File: src/rtl/cexp_pkg.sv
package cexp_pkg;
   typedef enum logic [2:0] {
      ST_IDLE,
      ST_LOAD,
      ST_WRITE,
      ST_SELECT,
      ST_XFER,
      ST_CONV,
      ST_RESET
   } seq_state_t;
endpackage

File: src/rtl/cexp_step_timer.sv
module cexp_step_timer #(
   parameter int CNT_W = 4
) (
   input  logic             clk,
   input  logic             rst_n,
   input  logic             load,
   input  logic [CNT_W-1:0] len_m1,
   output logic             last
);
   logic [CNT_W-1:0] cnt_q;

   always_ff @(posedge clk or negedge rst_n) begin
      if (!rst_n)               cnt_q <= '0;
      else if (load)            cnt_q <= len_m1;
      else if (cnt_q != '0)     cnt_q <= cnt_q - 1'b1;
   end

   assign last = (cnt_q == '0);
endmodule

File: src/rtl/cexp_row_fsm.sv
module cexp_row_fsm
   import cexp_pkg::*;
#(
   parameter int NUM_ROWS = 4,
   parameter int CNT_W    = 4,
   parameter int ROW_W    = 2
) (
   input  logic             clk,
   input  logic             rst_n,
   input  logic             frame_start,
   input  logic [CNT_W-1:0] t_write,
   input  logic [CNT_W-1:0] t_select,
   input  logic [CNT_W-1:0] t_xfer,
   input  logic [CNT_W-1:0] t_conv,
   input  logic [CNT_W-1:0] t_reset,
   output seq_state_t       state_o,
   output logic [ROW_W-1:0] row_o,
   output logic             step_last,
   output logic             integ
);
   localparam logic [ROW_W-1:0] LAST_ROW = ROW_W'(NUM_ROWS - 1);
   localparam logic [CNT_W-1:0] FLOOR_WR = CNT_W'(2);
   localparam logic [CNT_W-1:0] FLOOR_1  = CNT_W'(1);

   function automatic logic [CNT_W-1:0] span_m1(input logic [CNT_W-1:0] t,
                                                input logic [CNT_W-1:0] floor_v);
      return (t < floor_v) ? floor_v - 1'b1 : t - 1'b1;
   endfunction

   seq_state_t       state_q, state_d;
   logic [ROW_W-1:0] row_q;
   logic [CNT_W-1:0] tw_q, ts_q, tx_q, tc_q, tr_q;
   logic             t_load;
   logic [CNT_W-1:0] t_len;
   logic             accept;

   assign accept = (state_q == ST_IDLE) && frame_start;

   cexp_step_timer #(.CNT_W(CNT_W)) u_timer (
      .clk    (clk),
      .rst_n  (rst_n),
      .load   (t_load),
      .len_m1 (t_len),
      .last   (step_last)
   );

   always_comb begin
      state_d = state_q;
      t_load  = 1'b0;
      t_len   = '0;
      unique case (state_q)
         ST_IDLE:   if (frame_start) state_d = ST_LOAD;
         ST_LOAD: begin
            state_d = ST_WRITE;
            t_load  = 1'b1;
            t_len   = span_m1(tw_q, FLOOR_WR);
         end
         ST_WRITE: if (step_last) begin
            state_d = ST_SELECT;
            t_load  = 1'b1;
            t_len   = span_m1(ts_q, FLOOR_1);
         end
         ST_SELECT: if (step_last) begin
            state_d = ST_XFER;
            t_load  = 1'b1;
            t_len   = span_m1(tx_q, FLOOR_1);
         end
         ST_XFER: if (step_last) begin
            state_d = ST_CONV;
            t_load  = 1'b1;
            t_len   = span_m1(tc_q, FLOOR_1);
         end
         ST_CONV: if (step_last) begin
            state_d = ST_RESET;
            t_load  = 1'b1;
            t_len   = span_m1(tr_q, FLOOR_1);
         end
         ST_RESET: if (step_last) begin
            state_d = (row_q == LAST_ROW) ? ST_IDLE : ST_LOAD;
         end
         default:   state_d = ST_IDLE;
      endcase
   end

   always_ff @(posedge clk or negedge rst_n) begin
      if (!rst_n) begin
         state_q <= ST_IDLE;
         row_q   <= '0;
         tw_q    <= '0;
         ts_q    <= '0;
         tx_q    <= '0;
         tc_q    <= '0;
         tr_q    <= '0;
      end else begin
         state_q <= state_d;
         if (accept) begin
            row_q <= '0;
            tw_q  <= t_write;
            ts_q  <= t_select;
            tx_q  <= t_xfer;
            tc_q  <= t_conv;
            tr_q  <= t_reset;
         end else if (state_q == ST_RESET && step_last && row_q != LAST_ROW) begin
            row_q <= row_q + 1'b1;
         end
      end
   end

   assign state_o = state_q;
   assign row_o   = row_q;
   assign integ   = accept;
endmodule

File: src/rtl/cexp_col_bank.sv
module cexp_col_bank #(
   parameter int NUM_COLS = 8,
   parameter int ACC_W    = 10
) (
   input  logic                      clk,
   input  logic                      rst_n,
   input  logic                      cap,
   input  logic [NUM_COLS-1:0]       exp_vec,
   input  logic [NUM_COLS-1:0]       en_vec,
   input  logic                      in_write,
   input  logic                      in_conv,
   input  logic                      conv_done,
   input  logic [NUM_COLS*ACC_W-1:0] col_level,
   output logic [NUM_COLS-1:0]       bit_ln,
   output logic [NUM_COLS-1:0]       bit_n,
   output logic [NUM_COLS-1:0]       conv_en,
   output logic                      rd_valid,
   output logic [NUM_COLS*ACC_W-1:0] rd_data
);
   logic [NUM_COLS-1:0] exp_q, en_q;

   for (genvar c = 0; c < NUM_COLS; c++) begin : g_col
      logic [ACC_W-1:0] out_q;

      always_ff @(posedge clk or negedge rst_n) begin
         if (!rst_n) begin
            exp_q[c] <= 1'b0;
            en_q[c]  <= 1'b0;
            out_q    <= '0;
         end else begin
            if (cap) begin
               exp_q[c] <= exp_vec[c];
               en_q[c]  <= en_vec[c];
            end
            if (conv_done)
               out_q <= conv_en[c] ? col_level[c*ACC_W +: ACC_W] : '0;
         end
      end

      assign bit_ln[c]  = in_write & exp_q[c];
      assign bit_n[c]   = in_write & ~exp_q[c];
      assign conv_en[c] = in_conv & exp_q[c] & en_q[c];
      assign rd_data[c*ACC_W +: ACC_W] = out_q;
   end

   always_ff @(posedge clk or negedge rst_n) begin
      if (!rst_n) rd_valid <= 1'b0;
      else        rd_valid <= conv_done & (|conv_en);
   end
endmodule

File: src/rtl/cexp_pixel_model.sv
module cexp_pixel_model #(
   parameter int NUM_ROWS = 4,
   parameter int NUM_COLS = 8,
   parameter int SCN_W    = 8,
   parameter int ACC_W    = 10,
   parameter bit SATURATE = 1'b1
) (
   input  logic                               clk,
   input  logic                               rst_n,
   input  logic                               integ,
   input  logic [NUM_ROWS*NUM_COLS*SCN_W-1:0] scene,
   input  logic [NUM_ROWS-1:0]                word_ln,
   input  logic [NUM_COLS-1:0]                bit_ln,
   input  logic [NUM_ROWS-1:0]                rsel,
   input  logic                               xfer_ln,
   input  logic                               rst_ln,
   output logic [NUM_COLS*ACC_W-1:0]          col_level
);
   localparam int NPIX = NUM_ROWS * NUM_COLS;

   logic [NPIX*ACC_W-1:0] acc_flat;
   logic [NPIX-1:0]       mem_flat;

   for (genvar r = 0; r < NUM_ROWS; r++) begin : g_row
      for (genvar c = 0; c < NUM_COLS; c++) begin : g_pix
         localparam int IDX = r * NUM_COLS + c;
         logic             mem_q;
         logic [ACC_W-1:0] acc_q, acc_nxt;
         logic [ACC_W:0]   sum;

         assign sum = {1'b0, acc_q} + (ACC_W+1)'(scene[IDX*SCN_W +: SCN_W]);

         if (SATURATE) begin : g_sat
            assign acc_nxt = sum[ACC_W] ? {ACC_W{1'b1}} : sum[ACC_W-1:0];
         end else begin : g_wrap
            assign acc_nxt = sum[ACC_W-1:0];
         end

         always_ff @(posedge clk or negedge rst_n) begin
            if (!rst_n) begin
               mem_q <= 1'b0;
               acc_q <= '0;
            end else begin
               if (word_ln[r]) mem_q <= bit_ln[c];
               if (rst_ln && rsel[r] && mem_q) acc_q <= '0;
               else if (integ)                 acc_q <= acc_nxt;
            end
         end

         assign acc_flat[IDX*ACC_W +: ACC_W] = acc_q;
         assign mem_flat[IDX] = mem_q;
      end
   end

   for (genvar c = 0; c < NUM_COLS; c++) begin : g_colout
      logic [ACC_W-1:0] pick, lvl_q;

      always_comb begin
         pick = '0;
         for (int r = 0; r < NUM_ROWS; r++)
            if (rsel[r] && mem_flat[r*NUM_COLS + c])
               pick = pick | acc_flat[(r*NUM_COLS + c)*ACC_W +: ACC_W];
      end

      always_ff @(posedge clk or negedge rst_n) begin
         if (!rst_n)       lvl_q <= '0;
         else if (xfer_ln) lvl_q <= pick;
      end

      assign col_level[c*ACC_W +: ACC_W] = lvl_q;
   end
endmodule

File: src/rtl/cexp_row_sequencer.sv
module cexp_row_sequencer
   import cexp_pkg::*;
#(
   parameter int NUM_ROWS = 4,
   parameter int NUM_COLS = 8,
   parameter int CNT_W    = 4,
   parameter int SCN_W    = 8,
   parameter int ACC_W    = 10,
   parameter bit SATURATE = 1'b1,
   localparam int ROW_W   = (NUM_ROWS > 1) ? $clog2(NUM_ROWS) : 1
) (
   input  logic                               clk,
   input  logic                               rst_n,
   input  logic                               frame_start,
   input  logic [CNT_W-1:0]                   t_write,
   input  logic [CNT_W-1:0]                   t_select,
   input  logic [CNT_W-1:0]                   t_xfer,
   input  logic [CNT_W-1:0]                   t_conv,
   input  logic [CNT_W-1:0]                   t_reset,
   output logic                               row_req,
   output logic [ROW_W-1:0]                   row_idx,
   input  logic [NUM_COLS-1:0]                exp_vec,
   input  logic [NUM_COLS-1:0]                en_vec,
   input  logic [NUM_ROWS*NUM_COLS*SCN_W-1:0] scene,
   output logic [NUM_ROWS-1:0]                word_ln,
   output logic [NUM_COLS-1:0]                bit_ln,
   output logic [NUM_COLS-1:0]                bit_n,
   output logic [NUM_ROWS-1:0]                rsel,
   output logic                               xfer_ln,
   output logic                               rst_ln,
   output logic [NUM_COLS-1:0]                conv_en,
   output logic                               rd_valid,
   output logic [ROW_W-1:0]                   rd_row,
   output logic [NUM_COLS*ACC_W-1:0]          rd_data
);
   if (NUM_ROWS < 1 || NUM_COLS < 1) begin : g_bad_dims
      $error("array dimensions must be positive");
   end
   if (ACC_W < SCN_W) begin : g_bad_acc
      $error("accumulator narrower than scene value");
   end
   if (CNT_W < 2) begin : g_bad_cnt
      $error("step counter needs at least two bits");
   end

   seq_state_t                state;
   logic [ROW_W-1:0]          row;
   logic                      step_last, integ;
   logic                      in_row, in_write, in_conv, conv_done;
   logic [NUM_COLS*ACC_W-1:0] col_level;

   cexp_row_fsm #(
      .NUM_ROWS (NUM_ROWS),
      .CNT_W    (CNT_W),
      .ROW_W    (ROW_W)
   ) u_fsm (
      .clk         (clk),
      .rst_n       (rst_n),
      .frame_start (frame_start),
      .t_write     (t_write),
      .t_select    (t_select),
      .t_xfer      (t_xfer),
      .t_conv      (t_conv),
      .t_reset     (t_reset),
      .state_o     (state),
      .row_o       (row),
      .step_last   (step_last),
      .integ       (integ)
   );

   assign in_row    = (state == ST_SELECT) || (state == ST_XFER) ||
                      (state == ST_CONV)   || (state == ST_RESET);
   assign in_write  = (state == ST_WRITE);
   assign in_conv   = (state == ST_CONV);
   assign conv_done = in_conv && step_last;
   assign xfer_ln   = (state == ST_XFER);
   assign rst_ln    = (state == ST_RESET);
   assign row_req   = (state == ST_LOAD);
   assign row_idx   = row;

   for (genvar r = 0; r < NUM_ROWS; r++) begin : g_rowdec
      assign rsel[r]    = in_row && (row == ROW_W'(r));
      assign word_ln[r] = in_write && step_last && (row == ROW_W'(r));
   end

   always_ff @(posedge clk or negedge rst_n) begin
      if (!rst_n)         rd_row <= '0;
      else if (conv_done) rd_row <= row;
   end

   cexp_col_bank #(
      .NUM_COLS (NUM_COLS),
      .ACC_W    (ACC_W)
   ) u_cols (
      .clk       (clk),
      .rst_n     (rst_n),
      .cap       (row_req),
      .exp_vec   (exp_vec),
      .en_vec    (en_vec),
      .in_write  (in_write),
      .in_conv   (in_conv),
      .conv_done (conv_done),
      .col_level (col_level),
      .bit_ln    (bit_ln),
      .bit_n     (bit_n),
      .conv_en   (conv_en),
      .rd_valid  (rd_valid),
      .rd_data   (rd_data)
   );

   cexp_pixel_model #(
      .NUM_ROWS (NUM_ROWS),
      .NUM_COLS (NUM_COLS),
      .SCN_W    (SCN_W),
      .ACC_W    (ACC_W),
      .SATURATE (SATURATE)
   ) u_pix (
      .clk       (clk),
      .rst_n     (rst_n),
      .integ     (integ),
      .scene     (scene),
      .word_ln   (word_ln),
      .bit_ln    (bit_ln),
      .rsel      (rsel),
      .xfer_ln   (xfer_ln),
      .rst_ln    (rst_ln),
      .col_level (col_level)
   );
endmodule

File: config.mk
export PLATFORM = sky130hd
export DESIGN_NAME = cexp_row_sequencer
export DESIGN_NICKNAME = d
export VERILOG_FILES = /design/src/rtl/cexp_pkg.sv /design/src/rtl/cexp_step_timer.sv /design/src/rtl/cexp_row_fsm.sv /design/src/rtl/cexp_col_bank.sv /design/src/rtl/cexp_pixel_model.sv /design/src/rtl/cexp_row_sequencer.sv
export SDC_FILE = /design/constraint.sdc
export NUM_CORES = 2
export LEC_CHECK = 0
export BUFFER_PORTS_ARGS = -buffer_cell sky130_fd_sc_hd__buf_2
export CAP_MARGIN = 5
export CORE_ASPECT_RATIO = 1.2
export CORE_MARGIN = 8
export CORE_UTILIZATION = 60
export DETAILED_ROUTE_END_ITERATION = 16
export PLACE_DENSITY = 0.82
export SLEW_MARGIN = 0
export SYNTH_ARGS = -nofsm -noshare
export SYNTH_HDL_FRONTEND = slang
export SYNTH_SLANG_ARGS = --single-unit
File: constraint.sdc
create_clock -name clk -period 5.7 [get_ports clk]
set_input_delay 0.57 -clock clk [delete_from_list [all_inputs] [get_ports clk]]
set_output_delay 0.57 -clock clk [all_outputs]
set_load 0.05 [all_outputs]
==> impl_metrics.json <==
{
  "outcome": "completed",
  "tns_ns": 0,
  "synth_cells": 3896,
  "synthArstFlopShare_pct": 100.0,
  "relSlewSlack_pct": 24.35,
  "final_cell_area_um2": 40210,
  "viasPerCell": 6.384,
  "drt_first_pass_iters": 6,
  "gp_congestion": 0.9586,
  "cp.required_ns": 5.13,
  "wl_per_cell_um": 21.80,
  "vdd_ir_drop_max_v": 0.0005304,
  "cp_top_family": "compound AO/OA/AOI/OAI gates",
  "period_needed_ns": 3.797,
  "whs_ns": 0.1415,
  "power_leakage_uw": 0.01875,
  "dieWidth_um": 238.3,
  "synth_cell_types": 80,
  "start_util_pct": 60.21,
  "setup_viol": 0,
  "drc_errors": 0,
  "rsz0062_at_grt": "false",
  "min_path_type": "input port to flip-flop",
  "cts_max_path_buffers": 3,
  "die_h_um": 282.8,
  "grt_pass1_wl_um": 170800,
  "maxSlewViolCount": 0,
  "synth_top_area_share_pct": 39.38,
  "fin_worst_skew_ns": 0.02741,
  "clockRootBuffer": "clkbuf_16",
  "drtAntennaViolNets": 0,
  "endpoint_kind": "output port",
  "hpwlAfterDp_um": 80980,
  "p_total_uw": 21830,
  "worstPathArrival_ns": 3.23,
  "hold_buffers": 1,
  "core-area_um2": 59100,
  "hold_viol": 0,
  "dpl-instance-area_um2": 38100,
  "crit_type": "flip-flop to output port",
  "via_count": 32378,
  "critPathSlowestCell": "a21boi_2",
  "synth-edff-count": 0,
  "grt_usage_pct": 31.69,
  "syn_area_um2": 35590,
  "powerDensity_nw_per_um2": 542.9,
  "grt_pass1_vias": 31518,
  "num_io_pins": 415,
  "yosysWarnings": 0,
  "seq_area_frac_synth_pct": 39.38,
  "syn_nets": 4490,
  "max_freq_ghz": 0.2634,
  "io_buffers": 414,
  "row_count": 98,
  "regToRegSetupSlack_ns": 2.39,
  "hold_depth": 3,
  "tightest_slew_ns": 1.128,
  "clk_latency_ns": 0.64,
  "drt_wl_total_um": 110600,
  "cts_tree": "built",
  "finalNetCount": 4808,
  "clkTransAtPathRegs_ns": 0.06,
  "drt_iter0_drc": 3004,
  "htreeDepth": 2,
  "max_stage_delay_ns": 0.93,
  "clock-sinks": 560,
  "grt-ovfl-total": 0,
  "synth_ff_type": "dfrtp_1",
  "fin_crit_sh_pct": 66.62,
  "die_area_um2": 67390,
  "path_cells": "nand2_1 > or2_1 > a21boi_2 > buf_2",
  "synth_top_area_cell": "dfrtp_1",
  "cts_resized": 0,
  "antenna_found_initial": 13,
  "synthTopCellsByArea": "dfrtp_1 39%, ha_1 9.4%, a21oi_1 5.7%",
  "worstSetupPathDepth": 4,
  "path_max_fanout": 22,
  "grt_start_max_net_pins": 210,
  "syn_to_final_growth_pct": 12.99,
  "path_buf_inv": 1,
  "ys_ff_latch": 560,
  "cts_made_buffers": 59,
  "drv_cap": 0,
  "synth.avg_cell_area_um2": 9.134,
  "drive_gt1_share_pct": 14.45,
  "crit_path_start_kind": "flip-flop",
  "cts_setup_buffers": 0,
  "rr_worst_depth": 5
}
==> worst paths after layout <==
check | startpoint | to
worst max-delay path | u_fsm.state_o[1] | rsel[1]
worst min-delay path | t_xfer[3] | u_fsm.tx_q[3]
worst max register to register | u_fsm.state_o[2] | u_pix.g_row[1].g_pix[7].acc_q[3]
worst min register to register | u_cols.g_col[1].out_q[2] | u_cols.g_col[1].out_q[2]
max in group asynchronous | rst_n | u_pix.g_row[2].g_pix[0].acc_q[6]
min in group asynchronous | rst_n | u_pix.g_row[1].g_pix[2].acc_q[3]
==> metrics by stage <==
| step | std cells | setup WS, ns | util, % |
|---|---|---|---|
| finish | 5072 | 1.903 | 68.03 |
| global route | 5067 | 1.712 | 68.01 |
| CTS | 5064 | 1.929 | 68.00 |
| floorplan | 3896 | 3.205 | - |
| global placement | 4952 | 2.563 | 64.47 |
| detailed placement | 4952 | 2.437 | 64.47 |
==> cells in the mapped netlist (all sizes together) (29+ instances only) <==
cell type	n
fa	32
xnor2	54
and2	52
clkbuf	79
a22oi	170
inv	168
a21o	128
nand2b	66
dfrtp	560
a31oi	177
a221o	31
o21a	51
o21ai	249
nand3	66
o211ai	35
nor2b	45
ha	267
buf	96
mux2	48
a21oi	409
nand2	393
a211oi	48
nor2	253
nor3	29
xor2	118
==> where the power goes <==
part / switching (uW) / leakage [uW] / internal [uW]
clock network: 1710 / 0.00101 / 2440
logic: 5870 / 0.0107 / 4350
registers: 1860 / 0.00699 / 5610
==> registers in the layout, indices dropped and copies added (netlist names) <==
signal / cells
rd_row: 2
u_cols.en_q: 8
u_cols.exp_q: 8
u_cols.g_col.out_q: 80
u_cols.rd_valid: 1
u_fsm.row_o: 2
u_fsm.state_o: 3
u_fsm.tc_q: 4
u_fsm.tr_q: 4
u_fsm.ts_q: 4
u_fsm.tw_q: 4
u_fsm.tx_q: 4
u_fsm.u_timer.cnt_q: 4
u_pix.g_colout.lvl_q: 80
u_pix.g_row.g_pix.acc_q: 320
u_pix.g_row.g_pix.mem_q: 32
==> cell families after synthesis <==
logic type | count (synthesis) | synth area share (%)
compound gates | 1481 | 26.83
flops | 560 | 39.38
mux | 51 | 1.603
buf+inv | 343 | 3.977
xor+xnor | 172 | 4.233
fa+ha+maj | 299 | 11.19
simple gates | 990 | 12.79
==> placed cells by master, fill, tap and decap left out, types with 12 or more instances in the layout <==
master | synthesis | layout
nand3_1 | 66 | 66
a21oi_1 | 408 | 408
a221o_1 | 31 | 31
a31oi_1 | 177 | 177
a21o_1 | 128 | 128
o22a_1 | 16 | 16
fa_1 | 32 | 32
o21a_1 | 51 | 51
clkbuf_8 | 0 | 13
buf_4 | 2 | 12
o21bai_1 | 28 | 28
a22oi_1 | 170 | 170
ha_1 | 267 | 267
xnor2_1 | 54 | 54
o211a_1 | 17 | 17
dfrtp_1 | 560 | 559
o21ai_0 | 246 | 246
nand2b_1 | 66 | 65
or3_1 | 19 | 19
nor2_1 | 252 | 252
a211oi_1 | 48 | 48
o211ai_1 | 35 | 35
inv_1 | 167 | 167
nor2b_1 | 45 | 45
clkbuf_16 | 0 | 59
and2_1 | 52 | 52
mux2_2 | 48 | 48
buf_2 | 85 | 413
a211o_1 | 20 | 20
nor3_1 | 29 | 29
nand2_1 | 389 | 389
xor2_1 | 118 | 118
o22ai_1 | 15 | 15
and3_1 | 14 | 14
==> metal layers <==
| metal | up-vias | track usage, % | wire length [um] | share of wire [%] |
|---|---|---|---|---|
| li1 | 14898 | - | - | - |
| met1 | 15686 | 38.06 | 42400 | 38 |
| met2 | 1414 | 53.53 | 53160 | 48 |
| met3 | 370 | 5.857 | 8136 | 7.4 |
| met4 | 10 | 17.90 | 6820 | 6.2 |
| met5 | - | 0 | 64 | 0.058 |
==> final cells by class <==
type / instances / area [um^2]
Multi-Input combinational cell: 2993 / 20180
Tap cell: 800 / 1001
Clock buffer: 81 / 1689
Inverter: 168 / 633.1
Sequential cell: 560 / 14010
Antenna cell: 8 / 20.02
Timing Repair Buffer: 432 / 2282
Clock inverter: 30 / 384.1
Fill cell: 4803 / 18890
==> worst reg2reg max path: stages, from the launching register on <==
cell     delay (ns)
dfrtp_1        0.81
and3b_1        0.68
and2_1         0.90
nand2_1        0.44
a21oi_1        0.26
a31oi_1        0.06
No activity file was read; power rests on OpenSTA's default activity.
